==> src/rtl/spi_byte_master.sv <==
module spi_byte_master #(
  parameter int XFER_BITS = 8,
  parameter int DIV_C0 = 4,
  parameter int DIV_C1 = 16,
  parameter int DIV_C2 = 64,
  parameter int DIV_C3 = 128
) (
  input  logic                 clk,
  input  logic                 rst_n,
  input  logic                 cfg_enable,
  input  logic                 cfg_irq_en,
  input  logic                 cfg_lsb_first,
  input  logic                 cfg_cpol,
  input  logic                 cfg_cpha,
  input  logic [1:0]           cfg_rate,
  input  logic                 start,
  input  logic [XFER_BITS-1:0] tx_byte,
  input  logic                 miso,
  output logic                 sck,
  output logic                 mosi,
  output logic                 ss_n,
  output logic                 busy,
  output logic                 done,
  output logic                 irq,
  output logic [XFER_BITS-1:0] rx_byte
);
  localparam int EDGES = 2 * XFER_BITS;
  localparam int EW    = $clog2(EDGES + 1);
  localparam int M01   = (DIV_C0 > DIV_C1) ? DIV_C0 : DIV_C1;
  localparam int M23   = (DIV_C2 > DIV_C3) ? DIV_C2 : DIV_C3;
  localparam int HMAX  = ((M01 > M23) ? M01 : M23) / 2;
  localparam int CW    = (HMAX > 1) ? $clog2(HMAX) : 1;
  localparam int MSB   = XFER_BITS - 1;

  logic           busy_q, done_q, ph_q, mosi_q;
  logic           cpol_q, cpha_q, lsb_q;
  logic [1:0]     rate_q;
  logic [CW-1:0]  cnt_q, hlim;
  logic [EW-1:0]  edge_q;
  logic [MSB:0]   tx_sh, rx_sh;
  logic           tick, last, samp, accept;

  always_comb begin
    case (rate_q)
      2'd0:    hlim = CW'(DIV_C0 / 2 - 1);
      2'd1:    hlim = CW'(DIV_C1 / 2 - 1);
      2'd2:    hlim = CW'(DIV_C2 / 2 - 1);
      default: hlim = CW'(DIV_C3 / 2 - 1);
    endcase
  end

  assign tick   = busy_q && (cnt_q == hlim);
  assign last   = (edge_q == EW'(EDGES - 1));
  assign samp   = (edge_q[0] == cpha_q);
  assign accept = cfg_enable && start && !busy_q;

  always_ff @(posedge clk or negedge rst_n) begin
    if (!rst_n) begin
      busy_q <= 1'b0;
      done_q <= 1'b0;
      ph_q   <= 1'b0;
      mosi_q <= 1'b0;
      cpol_q <= 1'b0;
      cpha_q <= 1'b0;
      lsb_q  <= 1'b0;
      rate_q <= 2'd0;
      cnt_q  <= '0;
      edge_q <= '0;
      tx_sh  <= '0;
      rx_sh  <= '0;
    end else begin
      if (!busy_q) begin
        cpol_q <= cfg_cpol;
        cpha_q <= cfg_cpha;
        lsb_q  <= cfg_lsb_first;
        rate_q <= cfg_rate;
      end
      if (!cfg_enable) begin
        busy_q <= 1'b0;
        ph_q   <= 1'b0;
        cnt_q  <= '0;
        edge_q <= '0;
      end else if (accept) begin
        busy_q <= 1'b1;
        done_q <= 1'b0;
        ph_q   <= 1'b0;
        cnt_q  <= '0;
        edge_q <= '0;
        if (!cfg_cpha) begin
          mosi_q <= cfg_lsb_first ? tx_byte[0] : tx_byte[MSB];
          tx_sh  <= cfg_lsb_first ? (tx_byte >> 1) : (tx_byte << 1);
        end else begin
          tx_sh  <= tx_byte;
        end
      end else if (busy_q) begin
        if (tick) begin
          cnt_q  <= '0;
          ph_q   <= ~ph_q;
          edge_q <= edge_q + 1'b1;
          if (samp) begin
            rx_sh <= lsb_q ? {miso, rx_sh[MSB:1]} : {rx_sh[MSB-1:0], miso};
          end else if (cpha_q || !last) begin
            mosi_q <= lsb_q ? tx_sh[0] : tx_sh[MSB];
            tx_sh  <= lsb_q ? (tx_sh >> 1) : (tx_sh << 1);
          end
          if (last) begin
            busy_q <= 1'b0;
            done_q <= 1'b1;
          end
        end else begin
          cnt_q <= cnt_q + 1'b1;
        end
      end
    end
  end

  assign sck     = cpol_q ^ ph_q;
  assign mosi    = mosi_q;
  assign ss_n    = ~busy_q;
  assign busy    = busy_q;
  assign done    = done_q;
  assign irq     = done_q & cfg_irq_en;
  assign rx_byte = rx_sh;

  AST_IDLE_SCK: assert property (@(posedge clk) disable iff (!rst_n)
    ($past(rst_n) && !busy_q && !$past(busy_q)) |-> (sck == $past(cfg_cpol)));
  AST_DONE_NOT_BUSY: assert property (@(posedge clk) disable iff (!rst_n)
    done_q |-> !busy_q);
  AST_MODE_HELD: assert property (@(posedge clk) disable iff (!rst_n)
    (busy_q && $past(busy_q)) |-> $stable({cpol_q, cpha_q, lsb_q, rate_q}));
  AST_EDGE_BOUND: assert property (@(posedge clk) disable iff (!rst_n)
    busy_q |-> (edge_q < EW'(EDGES)));
  AST_DISABLED_IDLE: assert property (@(posedge clk) disable iff (!rst_n)
    !cfg_enable |=> !busy_q);
  AST_SCK_RATE: assert property (@(posedge clk) disable iff (!rst_n)
    (busy_q && $past(busy_q) && !$stable(sck)) |-> ($past(cnt_q) == $past(hlim)));
  AST_START_IGNORED: assert property (@(posedge clk) disable iff (!rst_n)
    (busy_q && start && cfg_enable && !tick) |=> (busy_q && $stable(edge_q)));
endmodule

==> config.mk <==
export PLATFORM = sky130hd
export DESIGN_NAME = spi_byte_master
export DESIGN_NICKNAME = d
export VERILOG_FILES = /design/src/rtl/spi_byte_master.sv
export SDC_FILE = /design/constraint.sdc
export NUM_CORES = 1
export LEC_CHECK = 0
export BUFFER_PORTS_ARGS = -buffer_cell sky130_fd_sc_hd__buf_2
export CELL_PAD_IN_SITES_DETAIL_PLACEMENT = 0
export CELL_PAD_IN_SITES_GLOBAL_PLACEMENT = 1
export CORE_UTILIZATION = 44
export CTS_CLUSTER_SIZE = 14
export DETAILED_ROUTE_END_ITERATION = 6
export PLACE_DENSITY = 0.86
export SLEW_MARGIN = 10
export SYNTH_ARGS = -nofsm -noshare
export SYNTH_HDL_FRONTEND = slang
export SYNTH_SLANG_ARGS = --single-unit
==> constraint.sdc <==
create_clock -name clk -period 2.5 [get_ports clk]
set_input_delay 0.25 -clock clk [delete_from_list [all_inputs] [get_ports clk]]
set_output_delay 0.25 -clock clk [all_outputs]
set_load 0.03 [all_outputs]
==> impl_metrics.py <==
metrics = {
    "synthesis": {
        "yosysWarnings": 0,
        "synthesis.nets": 222,
        "synthDistinctLibCells": 38,
        "synth_area_leaders": "dfrtp_1, mux2_2, mux2i_1, a21oi_1, xor2_1",
        "syn_area_um2": 2100,
        "synth_area_leader_cell": "dfrtp_1",
        "syn_area_per_cell_um2": 10.5,
        "synthCells": 200,
        "synth-edff-count": 0,
        "synthFlopType": "dfrtp_1",
        "synthArstFlopShare_pct": 100,
        "netlist_top_cells_count": "dfrtp_1, mux2_2, a21oi_1",
        "synth_top_area_share_pct": 42.9,
        "ys_ff_latch": 36,
        "yosysMostFrequentCell": "dfrtp_1",
        "ys_seq_area_share_pct": 42.9,
    },
    "pwr": {
        "p_per_area_nw_per_um2": 638,
        "p_total_mw": 1.56,
        "ir_drop_v": 0.000444,
        "power.leakage_nw": 1.16,
    },
    "route": {
        "drtIter0Drc": 83,
        "drtAntennaViolNets": 0,
        "wirelength_um": 4300,
        "vias": 1629,
        "dr.pass1.iters": 6,
        "vias_per_cell": 5.70,
        "route.detailed.drc": 4,
        "wl_per_cell_um": 15.0,
    },
    "timing": {
        "fmax_ghz": 0.436,
        "slew_violations": 0,
        "hold_viol": 0,
        "fin_skew_ps": 10.1,
        "period_needed_ps": 2290,
        "slew_headroom_pct": 47.3,
        "post-route-period-util_pct": 91.7,
        "fin_tns_setup_ps": 0,
        "setup_viol": 0,
        "hold_slack_ps": 44.6,
        "tightest_slew_ps": 791,
        "rsz0062_at_grt": "no",
    },
    "worst_setup_path": {
        "criticalPathCategory": "flop to flop",
        "cp-start-kind": "flop",
        "worstRegToRegCells": 8,
        "worstReg2RegStart": "edge_q[0]",
        "regToRegEndpoint": "tx_sh[6]",
        "worstSetupStartpoint": "edge_q[0]",
        "critPathMaxFanout": 8,
        "worstSetupEndpointType": "flop",
        "worst-r2r-setup-slack_ps": 210,
        "arrival_ps": 2470,
        "crit_required_ps": 2680,
    },
    "place": {
        "placed_cells": 278,
        "gp_congestion": 0.794,
        "portBuffers": 32,
        "dpl.hpwl_um": 2990,
    },
    "cells_and_area": {
        "nets": 255,
        "synthToLayoutAreaGrowth_pct": 16.0,
        "stdcell_count": 286,
        "diodes": 0,
        "seqCellArea_um2": 901,
        "fill_cells": 397,
        "multiInputGateArea_um2": 1150,
        "drive_above_1_share_pct": 34.6,
    },
    "clock_tree": {
        "cts_buffers": 5,
        "post-cts-setup-buffer-count": 0,
        "cts-resized-gates": 0,
        "cts_sinks": 36,
        "cts_tree": "done",
        "hold_buffers": 0,
        "ctsHtreeMaxLevel": 2,
        "worstSkewPairLatency_ps": 290,
        "clockBufferDepth": 2,
        "cts.clk_slew.worst_paths_ps": 70,
        "root_buffer": "clkbuf_8",
    },
    "grt": {
        "grt_pass1_vias": 1585,
        "grt_max_degree": 37,
        "grtUsageTotal_pct": 19.6,
        "grt.overflow.total": 0,
        "grt_antenna_before_repair": 0,
        "grt_pass1_wl_um": 7650,
    },
    "floorplanning": {
        "die_width_um": 71.1,
        "die_area_um2": 5060,
        "initial_utilization_pct": 47.0,
        "fp.dieH_um": 71.1,
        "ios": 33,
        "core_area_um2": 4470,
        "rows": 24,
    },
    "status": {
        "violations": "DRC",
        "status": "finished, violations left",
    },
    "worst_hold_path": {
        "hp-class": "input port to async pin",
    },
    "run": {
        "cap_violations": 0,
    },
}
[registers in the layout, indices dropped and copies added, names as in the netlist]
name / cells
done: 1
cpol_q: 1
cnt_q: 6
edge_q: 5
tx_sh: 8
ph_q: 1
cpha_q: 1
rx_byte: 8
mosi: 1
lsb_q: 1
busy: 1
rate_q: 2
[layout make-up]
type / count / share of cell area (%)
clock buffer: 6 / 2.98
tap: 52 / 2.67
clock inverter: 2 / 1.44
inverter: 4 / 0.616
timing repair buffer: 37 / 8.11
multi-input combinational: 149 / 47.2
sequential: 36 / 37.0
[critical path: stages, from the launching register on]
cell      delay (ps)
dfrtp_1          440
ha_1             190
and3_1           150
ha_1             190
nor2_1            60
mux2_2           250
and3_1           220
a21boi_4         310
mux2_2           380
[report_power, final]
group          switching [mW]  internal, mW
combinational           0.155         0.161
clock                   0.207         0.296
sequential             0.0760         0.661
total                   0.438          1.12
[worst max-delay path by stage]
| stage | endpoint | slack, ps | cells after the start |
|---|---|---|---|
| after floorplan | tx_sh[0] | 350 | 8 |
| after global placement | tx_sh[2] | 200 | 8 |
| after detailed placement | tx_sh[6] | 140 | 8 |
| after CTS | tx_sh[6] | 120 | 8 |
| after global routing | tx_sh[6] | 40 | 8 |
| final | tx_sh[6] | 210 | 8 |
[routing by layer]
metal | wire length [um] | up-vias | track usage, % | share of wire, %
li1 | - | 806 | - | -
met1 | 2170 | 783 | 28.2 | 51
met2 | 1910 | 33 | 29.1 | 44
met3 | 146 | 7 | 3.85 | 3.4
met4 | 71 | 0 | 8.22 | 1.6
met5 | 0 | - | 0 | 0
[cell families (layout without fill, tap and decap cells)]
group	count (synthesis)	after routing	synth area share, %
and+or+nand+nor	49	49	13.1
muxes	44	44	22.8
xor gates and xnor gates	7	7	2.92
AOI/OAI and AO/OA	46	46	13.8
adders and majority gates	3	3	1.79
DFF	36	36	42.9
buffers and inverters	15	49	2.74
[metrics by stage]
step	cell area, um2	util [%]	worst slack [ps]
2_1_floorplan	2100	-	347
3_3_place_gp	2320	51.9	202
3_5_place_dp	2320	51.9	137
4_1_cts	2430	54.3	123
5_1_grt	2440	54.5	43.2
6_report	2440	54.5	207
[cells in the final DEF (no fill, tap or decap), types with 2 or more instances in the layout]
cell type	netlist	layout
mux2_2	31	31
ha_1	3	3
nor3_1	5	5
or4_1	2	2
clkbuf_8	0	5
nand4_1	2	2
inv_1	4	4
o31ai_1	2	2
nand3_1	4	4
a211oi_1	8	8
o21ai_0	7	7
and3_1	4	4
buf_4	0	5
a21oi_1	20	20
mux2i_1	13	13
o21a_1	2	2
and2_1	2	2
buf_2	1	32
nor2_1	12	12
nand2_1	8	8
dfrtp_1	36	36
xor2_1	7	7
or3_1	2	2
No activity file was read; power rests on OpenSTA's default activity.
